`src/rtl/xtal_trim_pkg.sv`:
```
package xtal_trim_pkg;

    localparam int CAL_SECOND  = 5;
    localparam int DEV_TRIGGER = 5;

    typedef struct packed {
        logic running;
        logic qualified;
    } cal_state_t;

    // fold a raw deviation into (-span/2, span/2]
    function automatic int wrap_phase(input int raw, input int span);
        int v;
        v = raw;
        for (int i = 0; i < 3; i++) begin
            if (v > span / 2)
                v = v - span;
            else if (v <= -(span / 2))
                v = v + span;
        end
        return v;
    endfunction

    function automatic int clamp_sym(input int v, input int lim);
        if (v > lim)  return lim;
        if (v < -lim) return -lim;
        return v;
    endfunction

    function automatic int abs_int(input int v);
        return (v < 0) ? -v : v;
    endfunction

endpackage

```
`src/rtl/xtal_tick_counters.sv`:
```
module xtal_tick_counters #(
    parameter int MS_PER_CS  = 10,
    parameter int CS_PER_MIN = 6000,
    parameter int CS_WRAP    = 60000,
    parameter int CS_W       = 16,
    parameter int MIN_W      = 16
) (
    input  logic             clk,
    input  logic             rst,
    input  logic             clear,
    input  logic             ms_tick,
    output logic [CS_W-1:0]  cs_cnt,
    output logic [MIN_W-1:0] min_cnt
);
    localparam int PRE_W = $clog2(MS_PER_CS + 1);
    localparam int SUB_W = $clog2(CS_PER_MIN + 1);

    logic [PRE_W-1:0] pre_cnt;
    logic [SUB_W-1:0] sub_cnt;
    logic             cs_step;

    assign cs_step = ms_tick && (pre_cnt == PRE_W'(MS_PER_CS - 1));

    always_ff @(posedge clk) begin
        if (rst || clear) begin
            pre_cnt <= '0;
            sub_cnt <= '0;
            cs_cnt  <= '0;
            min_cnt <= '0;
        end else if (ms_tick) begin
            pre_cnt <= cs_step ? '0 : pre_cnt + 1'b1;
            if (cs_step) begin
                cs_cnt  <= (cs_cnt == CS_W'(CS_WRAP - 1)) ? '0 : cs_cnt + 1'b1;
                if (sub_cnt == SUB_W'(CS_PER_MIN - 1)) begin
                    sub_cnt <= '0;
                    if (min_cnt != {MIN_W{1'b1}})
                        min_cnt <= min_cnt + 1'b1;
                end else begin
                    sub_cnt <= sub_cnt + 1'b1;
                end
            end
        end
    end

endmodule

```
`src/rtl/xtal_seq_div.sv`:
```
module xtal_seq_div #(
    parameter int NUM_W = 32,
    parameter int DEN_W = 16
) (
    input  logic             clk,
    input  logic             rst,
    input  logic             start,
    input  logic [NUM_W-1:0] num,
    input  logic [DEN_W-1:0] den,
    output logic             busy,
    output logic             done,
    output logic [NUM_W-1:0] quot
);
    localparam int CNT_W = $clog2(NUM_W + 1);

    logic [CNT_W-1:0] cnt;
    logic [DEN_W-1:0] rem;
    logic [NUM_W-1:0] acc;
    logic [DEN_W:0]   trial;
    logic [DEN_W:0]   diff;
    logic             ge;

    assign trial = {rem, acc[NUM_W-1]};
    assign ge    = trial >= {1'b0, den};
    assign diff  = trial - {1'b0, den};
    assign quot  = acc;

    always_ff @(posedge clk) begin
        if (rst) begin
            busy <= 1'b0;
            done <= 1'b0;
            cnt  <= '0;
            rem  <= '0;
            acc  <= '0;
        end else begin
            done <= 1'b0;
            if (start && !busy) begin
                acc  <= num;
                rem  <= '0;
                cnt  <= CNT_W'(NUM_W);
                busy <= 1'b1;
            end else if (busy) begin
                acc <= {acc[NUM_W-2:0], ge};
                rem <= ge ? diff[DEN_W-1:0] : trial[DEN_W-1:0];
                cnt <= cnt - 1'b1;
                if (cnt == CNT_W'(1)) begin
                    busy <= 1'b0;
                    done <= 1'b1;
                end
            end
        end
    end

endmodule

```
`src/rtl/xtal_trim_ctrl.sv`:
```
module xtal_trim_ctrl
    import xtal_trim_pkg::*;
#(
    parameter int MS_PER_CS  = 10,
    parameter int CS_PER_SEC = 100,
    parameter int TAU_MIN    = 16,
    parameter int TAU_MAX    = 5333,
    parameter int MAX_ADJ    = 30000,
    parameter int GAIN       = 2667,
    parameter int TRIM_W     = 16
) (
    input  logic                     clk,
    input  logic                     rst,
    input  logic                     ms_tick,
    input  logic                     sec_tick,
    input  logic [5:0]               ref_sec,
    input  logic [3:0]               ref_min_units,
    input  logic                     ref_sync,
    input  logic                     leap_pending,
    output logic signed [TRIM_W-1:0] trim_word,
    output logic [15:0]              precision,
    output logic signed [15:0]       phase_dev,
    output logic [1:0]               cal_state,
    output logic                     result_ready
);
    localparam int CS_PER_MIN = CS_PER_SEC * 60;
    localparam int CS_WRAP    = CS_PER_MIN * 10;
    localparam int CS_W       = $clog2(CS_WRAP);
    localparam int MIN_W      = 16;
    localparam int NUM_W      = 32;
    localparam int LANES      = 2;

    cal_state_t       st;
    logic [3:0]       start_min;
    logic [CS_W-1:0]  cs_cnt;
    logic [MIN_W-1:0] min_cnt;
    logic             dev_neg;

    int   dev_now;
    int   dev_mag;
    int   minutes;
    logic cal_tick;
    logic finish_ok;
    logic clear_cnt;
    logic div_start;
    logic div_busy;
    logic div_done;

    logic [NUM_W-1:0] lane_num  [LANES];
    logic [NUM_W-1:0] lane_quot [LANES];
    logic [LANES-1:0] lane_busy;
    logic [LANES-1:0] lane_done;
    logic [MIN_W-1:0] div_den;

    int   offset;
    int   next_trim;

    assign cal_state = st;

    xtal_tick_counters #(
        .MS_PER_CS (MS_PER_CS),
        .CS_PER_MIN(CS_PER_MIN),
        .CS_WRAP   (CS_WRAP),
        .CS_W      (CS_W),
        .MIN_W     (MIN_W)
    ) i_counters (
        .clk    (clk),
        .rst    (rst),
        .clear  (clear_cnt),
        .ms_tick(ms_tick),
        .cs_cnt (cs_cnt),
        .min_cnt(min_cnt)
    );

    // phase error against the reference second and minute digit
    always_comb begin
        int raw;
        raw = int'(cs_cnt)
            - CS_PER_SEC * (int'(ref_sec) - CAL_SECOND)
            - CS_PER_MIN * (int'(ref_min_units) - int'(start_min));
        dev_now = wrap_phase(raw, CS_WRAP);
        dev_mag = abs_int(dev_now);
        minutes = int'(min_cnt);
    end

    assign cal_tick  = sec_tick && (int'(ref_sec) == CAL_SECOND);
    assign finish_ok = (minutes >= TAU_MIN && dev_mag >= DEV_TRIGGER) || (minutes >= TAU_MAX);
    assign clear_cnt = cal_tick && !leap_pending && !st.running && st.qualified;
    assign div_start = cal_tick && !leap_pending && st.running && st.qualified
                       && finish_ok && !div_busy;

    // lane 0: scaled deviation / minutes, lane 1: rounded-up precision
    assign div_den     = (min_cnt == '0) ? MIN_W'(1) : min_cnt;
    assign lane_num[0] = NUM_W'(GAIN * dev_mag);
    assign lane_num[1] = NUM_W'(GAIN - 1 + minutes);
    assign div_busy    = |lane_busy;
    assign div_done    = &lane_done;

    for (genvar g = 0; g < LANES; g++) begin : g_lane
        xtal_seq_div #(
            .NUM_W(NUM_W),
            .DEN_W(MIN_W)
        ) i_div (
            .clk  (clk),
            .rst  (rst),
            .start(div_start),
            .num  (lane_num[g]),
            .den  (div_den),
            .busy (lane_busy[g]),
            .done (lane_done[g]),
            .quot (lane_quot[g])
        );
    end

    always_comb begin
        offset    = dev_neg ? -int'(lane_quot[0]) : int'(lane_quot[0]);
        next_trim = clamp_sym(int'(trim_word) - offset, MAX_ADJ);
    end

    always_ff @(posedge clk) begin
        if (rst) begin
            st           <= '0;
            start_min    <= '0;
            phase_dev    <= '0;
            trim_word    <= '0;
            precision    <= '0;
            result_ready <= 1'b0;
            dev_neg      <= 1'b0;
        end else begin
            st.qualified <= ref_sync;
            result_ready <= 1'b0;

            if (sec_tick)
                phase_dev <= 16'(dev_now);

            if (cal_tick) begin
                if (leap_pending) begin
                    st.running <= 1'b0;
                end else if (st.running) begin
                    if (st.qualified) begin
                        if (div_start)
                            st.running <= 1'b0;
                    end else if (minutes >= TAU_MAX) begin
                        st.running <= 1'b0;
                    end
                end else if (st.qualified) begin
                    st.running <= 1'b1;
                    start_min  <= ref_min_units;
                end
            end

            if (div_start)
                dev_neg <= (dev_now < 0);

            if (div_done) begin
                trim_word    <= TRIM_W'(next_trim);
                precision    <= (lane_quot[1] == '0) ? 16'd1 : 16'(lane_quot[1]);
                result_ready <= 1'b1;
            end
        end
    end

endmodule

```
`config.mk`:
```
export PLATFORM = sky130hd
export DESIGN_NAME = xtal_trim_ctrl
export DESIGN_NICKNAME = d
export VERILOG_FILES = /design/src/rtl/xtal_trim_pkg.sv /design/src/rtl/xtal_tick_counters.sv /design/src/rtl/xtal_seq_div.sv /design/src/rtl/xtal_trim_ctrl.sv
export SDC_FILE = /design/constraint.sdc
export NUM_CORES = 1
export LEC_CHECK = 0
export BUFFER_PORTS_ARGS = -buffer_cell sky130_fd_sc_hd__buf_2
export CORE_UTILIZATION = 40
export DETAILED_ROUTE_END_ITERATION = 8
export PLACE_DENSITY_LB_ADDON = 0.15
export SKIP_CTS_REPAIR_TIMING = 1
export SYNTH_ARGS = -nofsm -noshare
export SYNTH_HDL_FRONTEND = slang
export SYNTH_SLANG_ARGS = --single-unit
```
`constraint.sdc`:
```
create_clock -name clk -period 48.4 [get_ports clk]
set_input_delay 9.68 -clock clk [delete_from_list [all_inputs] [get_ports clk]]
set_output_delay 9.68 -clock clk [all_outputs]
set_load 0.005 [all_outputs]
```
After elaboration in Yosys (flattened, before gate mapping):

Index checks and enable logic that the tools add are counted.

* register bits after elaboration: 217
* input port bits: 16
* logic and storage cells: 151

* add/subtract/negate cells: 22
* multipliers: 3
* $lt $le $gt $ge: 14
* equal/unequal tests: 7
* mux-type cells: 45
* bitwise operators: 4
* reductions and logical operators: 32

Operators with widths (number)
* 32-bit two-way mux: 12
* 16-bit two-way mux: 8
* 32-bit by 16-bit greater-than comparator with 1-bit output (second input constant): 3
* 32-bit by 17-bit adder with 32-bit output (second input constant): 2
* 32-bit by 16-bit <= comparator with 1-bit output (second input constant): 2
* 32-bit negator: 2
* 32-bit by 17-bit subtractor with 32-bit output (second input constant): 2
* 17-bit by 16-bit greater-or-equal comparator with 1-bit output: 2
* 16-bit by 1-bit adder with 16-bit output (second input constant): 2
* 32-bit by 4-bit greater-or-equal comparator with 1-bit output (second input constant): 1
* 32-bit logical NOT: 1
* 32-bit by 1-bit less-than comparator with 1-bit output (second input constant): 1
* 32-bit by 16-bit less-than comparator with 1-bit output (second input constant): 1
* 13-bit by 32-bit multiplier with 32-bit output (first input constant): 1
* 16-bit subtractor: 2
* 16-bit by 32-bit subtractor with 32-bit output: 1
* 6-bit two-way mux: 4
* 20-bit by 17-bit adder with 21-bit output (second input constant): 1
* 20-bit by 17-bit subtractor with 21-bit output (second input constant): 1
* 20-bit by 16-bit greater-than comparator with 1-bit output (second input constant): 1
* 20-bit by 16-bit <= comparator with 1-bit output (second input constant): 1
* 18-bit by 19-bit subtractor with 20-bit output: 1
* 1-bit two-way mux: 18
* 17-bit by 15-bit subtractor with 18-bit output: 1
* 29 further kinds: 56

Logic depth before layout (Yosys ltp):

* word-level depth: 24
* mapped depth: 91
* gate-level depth less buffers: 84

Cells and area by module:

From an unflattened synthesis, not the netlist that was laid out.

* cells, all modules: 3292
* area, all modules: 26650.6 um^2

Modules (own cells, without submodules)
* xtal_trim_ctrl: instances 1, cells an instance 2189, area an instance 17624.4 um^2, sequential area each 1121.1 um^2
* xtal_seq_div: instances 2, cells an instance 418, area an instance 3323.2 um^2, sequential area each 1121.1 um^2
* xtal_tick_counters: instances 1, cells an instance 267, area an instance 2379.8 um^2, sequential area each 980.9 um^2

Least setup slack after synthesis:

OpenSTA, ideal clock, no wires.

* kind: in2reg
* start point: in ref_min_units[0]
* end point: reg g_lane[0].i_div.acc[31]
* setup time: 138 ps
* data arrival time: 26492 ps
* data required time: 48262 ps
* slack: 21770 ps
* stages on the path: 80
* buffers on the path: 4
* cells stage by stage: inv_1 ha_1 inv_1 fa_1 xor2_1 ha_1 ha_1 fa_1 ha_1 inv_1 fa_1 inv_1 a21oi_1 o21ai_0 a21oi_1 o21ai_0 xor2_1 fa_1 [44 not listed] o21bai_1 a21oi_1 o21bai_1 a21oi_1 o21bai_1 a21oi_1 nor2b_1 o21ai_0 nand2b_1 nand4_1 a31oi_1 and4_1 a2111oi_0 o21bai_1 a21o_1 xnor2_1 nor3_1 a211oi_1

* cells in the longest elaborated chain, start to end: 21
* elaborated cells between the ends (all ways): 33
* classes of those cells: add/sub (9); mul (2); order compare (8); mux (8); reduce/logical (6)

RTL lines
* from (decl): RTL line xtal_trim_ctrl.sv:17 `input logic [3:0] ref_min_units,`
* 4-bit by 4-bit subtractor with 5-bit output (*): RTL line xtal_trim_ctrl.sv:80 `- CS_PER_MIN * (int'(ref_min_units) - int'(start_min));`
* 10-bit by 5-bit multiplier with 15-bit output (*): RTL line xtal_trim_ctrl.sv:80
* 18-bit by 19-bit subtractor with 20-bit output (*): RTL line xtal_trim_ctrl.sv:80
* 20-bit by 17-bit adder with 21-bit output or 20-bit by 16-bit <= comparator with 1-bit output (tied branches): RTL line xtal_trim_pkg.sv:19, xtal_trim_pkg.sv:18
* 32-bit two-way mux: RTL line xtal_trim_pkg.sv:18 `else if (v <= -(span / 2))`
* 32-bit two-way mux (*): RTL line xtal_trim_pkg.sv:16 `if (v > span / 2)`
* 32-bit by 17-bit adder with 32-bit output or 32-bit by 16-bit <= comparator with 1-bit output (tied branches): RTL line xtal_trim_pkg.sv:19, xtal_trim_pkg.sv:18
* 32-bit two-way mux: RTL line xtal_trim_pkg.sv:18
* 32-bit two-way mux (*): RTL line xtal_trim_pkg.sv:16
* 32-bit by 17-bit adder with 32-bit output or 32-bit by 16-bit <= comparator with 1-bit output (tied branches): RTL line xtal_trim_pkg.sv:19, xtal_trim_pkg.sv:18
* 32-bit two-way mux: RTL line xtal_trim_pkg.sv:18
* 32-bit two-way mux (*): RTL line xtal_trim_pkg.sv:16
* 32-bit negator or 32-bit by 1-bit less-than comparator with 1-bit output (tied branches): RTL line xtal_trim_pkg.sv:31 `return (v < 0) ? -v : v;`
* 32-bit two-way mux (*): RTL line xtal_trim_pkg.sv:31
* branches (longest 7 deep; another with 13-bit by 32-bit multiplier with 32-bit output)
* to (signal assigned): RTL line xtal_seq_div.sv:38 `acc <= num;`
* to (signal assigned): RTL line xtal_seq_div.sv:43 `acc <= {acc[NUM_W-2:0], ge};`
* to (decl): RTL line xtal_seq_div.sv:18 `logic [NUM_W-1:0] acc;`

Mark *: on every way between the ends.
A chain may end at the register's enable or synchronous reset.

Worst setup path in the final report:

Ends and elaborated chain as after synthesis.

==> out/qor.yml <==
grt.overflow.total: 0
totalWireLength_mm: 62.64
ant_nets: 0
r2r_slack_ns: 28.59
arrival_ns: 29.16
dieArea_um2: 62910
clk_latency_ns: 0.57
timing.fmax_mhz: 34.78
rows: 90
crit_type: "in2reg"
tritoncts: "yes"
outcome: "completed"
skew_ns: 0.01653
grt_pass1_wl_mm: 104.2
synth_ff_type: "dfxtp_1"
finalNetCount: 3463
antenna_cells: 0
die_h_um: 250.8
dr_wl_met3_mm: 1.910
cp-startpoint: "ref_min_units[0]"
seq_area_um2: 4345
critPathTopFamily: "compound AO/OA/AOI/OAI gates"
clk_path_buf_depth: 3
slew_headroom: 0.1844
netlist.area_leader.share: 0.1754
cp.required_ns: 48.81
hpwl_mm: 50.76
grt_max_degree: 61
clkTransAtPathRegs_ns: 0.06
viasPerCell: 5.292
num-fill-cells: 6040
drv_cap: 0
start_kind: "input pin"
worst-path-buf-inv: 12
ys_ff_latch: 217
setup_tns_ns: 0
drive_above_1_share: 0.07274
synthCells: 3000
synthArstFlopShare: 0
drtPass1Iterations: 5
core_um2: 60810
hold_end: "precision[9]$_SDFFE_PP0P_"
cts.sinks: 217
area_delta_synth_final_pct: 8.403
yosys_warnings: 0
root_buffer: "clkbuf_16"
r2r_cells: 77
finalSetupViolCount: 0
max_stage_delay_ns: 0.70
gp_congestion: 0.8773
worst_pin_slew_ns: 1.223
numCtsBuffers: 29
antenna_found_initial: 1
cts_max_level: 1
m1WireLength_mm: 30.96
numPortBuffers: 66
syn_avg_cell_area_um2: 8.254
drv_slew: 0
grt_pass1_vias: 20330
crit_fanout: 20
min_from: "precision[9]$_SDFFE_PP0P_"
multi_input_area_um2: 18490
cp_common_cell: "inv_1"
hp-class: "reg2reg"
io_pins: 67
r2r-start: "start_min[1]$_SDFFE_PP0P_"
min_path_cells: 2
vias: 20290
rsz0062_at_grt: "no"
yosysSeqAreaShare: 0.1754
die_w_um: 250.8
yosys.area.top_type: "dfxtp_1"
drt_iter0_drc: 975
fin_crit_ns: 28.75
highest_layer: "met4"
synth-edff-count: 0
endpoint_kind: "flop"
wl_per_cell_um: 16.34
route.detailed.drc: 0
synthTopCellsByArea: "dfxtp_1, ha_1, fa_1"
dr_wl_met2_mm: 28.71
track_usage: 0.1988
yosys.cell_types.count: 106
cp_slowest_cell: "xnor2_1"
post-route-period-util: 0.5940
syn-cell-area_um2: 24760
start_util: 0.4072
r2r_end: "g_lane[0].i_div.quot[31]$_SDFFE_PP0P_"
finalHoldViolCount: 0
==> cell usage in the layout (no fill, tap or decap), types with 65 or more instances in the layout <==
master / n
nor2_1: 277
ha_1: 275
o21ai_0: 98
nand2_1: 156
a21o_1: 77
dfxtp_1: 216
a21oi_1: 160
inv_1: 407
xor2_1: 91
fa_1: 143
buf_2: 65
xnor2_1: 197
==> flip-flops by register name, summed over array words and instances, names as in the netlist <==
signal and flops:
g_lane.i_div.rem 32, g_lane.i_div.done 2, start_min 4, phase_dev 16
precision 16, dev_neg 1, cal_state 2, result_ready 1
i_counters.pre_cnt 4, g_lane.i_div.quot 64, i_counters.min_cnt 16, i_counters.cs_cnt 16
i_counters.sub_cnt 13, g_lane.i_div.busy 2, trim_word 16, g_lane.i_div.cnt 12
==> per-layer routing <==
layer | GRT usage | up-vias
met1 | 0.2762 | 9530
met3 | 0.01729 | 67
met5 | 0 | -
li1 | - | 10360
met2 | 0.3356 | 332
met4 | 0.03909 | 0
==> cell usage after synthesis, types with 60 or more instances <==
cell type	n
inv_1	407
nor2_1	277
ha_1	275
dfxtp_1	217
xnor2_1	197
a21oi_1	162
nand2_1	156
fa_1	143
o21ai_0	98
xor2_1	91
a21o_1	77
clkbuf_1	68
nand3_1	60
nor3_1	60
==> worst max-delay path by stage <==
stage | slack (ns) | cells after the start | endpoint
after floorplan | 21.77 | 80 | g_lane[0].i_div.quot[31]$_SDFFE_PP0P_
after global placement | 19.35 | 83 | g_lane[0].i_div.quot[31]$_SDFFE_PP0P_
after detailed placement | 19.17 | 80 | g_lane[0].i_div.quot[31]$_SDFFE_PP0P_
after CTS | 19.72 | 80 | g_lane[0].i_div.quot[31]$_SDFFE_PP0P_
after global routing | 18.03 | 79 | g_lane[0].i_div.quot[31]$_SDFFE_PP0P_
final | 19.65 | 80 | g_lane[0].i_div.quot[31]$_SDFFE_PP0P_
==> worst reg2reg max path: cells and delay by family, from the launching register on <==
family / cells / cell delay, ns
AOI/OAI and AO/OA: 34 / 7.06
adders and majority gates: 14 / 5.18
and+or+nand+nor: 11 / 3.58
xor gates and xnor gates: 9 / 2.80
buffers and inverters: 9 / 0.74
DFF: 1 / 0.32
==> stage by stage <==
| stage | area (um^2) | cells | setup WS (ns) | utilization | hold slack [ns] |
|---|---|---|---|---|---|
| 6_report | 26840 | 3834 | 19.65 | 0.4414 | 0.4529 |
| 5_1_grt | 26840 | 3834 | 18.03 | 0.4414 | 0.4721 |
| 4_1_cts | 26830 | 3833 | 19.72 | 0.4413 | 0.4557 |
| 3_5_place_dp | 25830 | 3779 | 19.17 | 0.4248 | 0.4475 |
| 3_3_place_gp | 25830 | 3779 | 19.35 | 0.4248 | 0.4499 |
| 2_1_floorplan | 24830 | 3019 | 21.77 | - | 0.4450 |
==> cell families (layout without fill, tap and decap cells) <==
| logic type | Yosys count | count (layout) | synth area share |
|---|---|---|---|
| and+or+nand+nor | 847 | 847 | 0.1712 |
| AOI/OAI and AO/OA | 642 | 642 | 0.1839 |
| buffers and inverters | 519 | 552 | 0.08145 |
| adders and majority gates | 418 | 418 | 0.2546 |
| xor gates and xnor gates | 298 | 298 | 0.1093 |
| DFF | 217 | 217 | 0.1754 |
| muxes | 57 | 57 | 0.02380 |
| other | 2 | 21 | 0.0003033 |
==> cell type report <==
| class | instances | share of cell area |
|---|---|---|
| repair buffers | 85 | 0.01785 |
| clock buffers | 39 | 0.02955 |
| well taps | 782 | 0.03645 |
| flip-flops and latches | 217 | 0.1619 |
| clock inverters | 15 | 0.007737 |
| inverters | 413 | 0.05775 |
| multi-input cells | 2283 | 0.6888 |
Power is not shown: default switching activity piles up to over one toggle a cycle in this logic, so the estimate is an artifact.
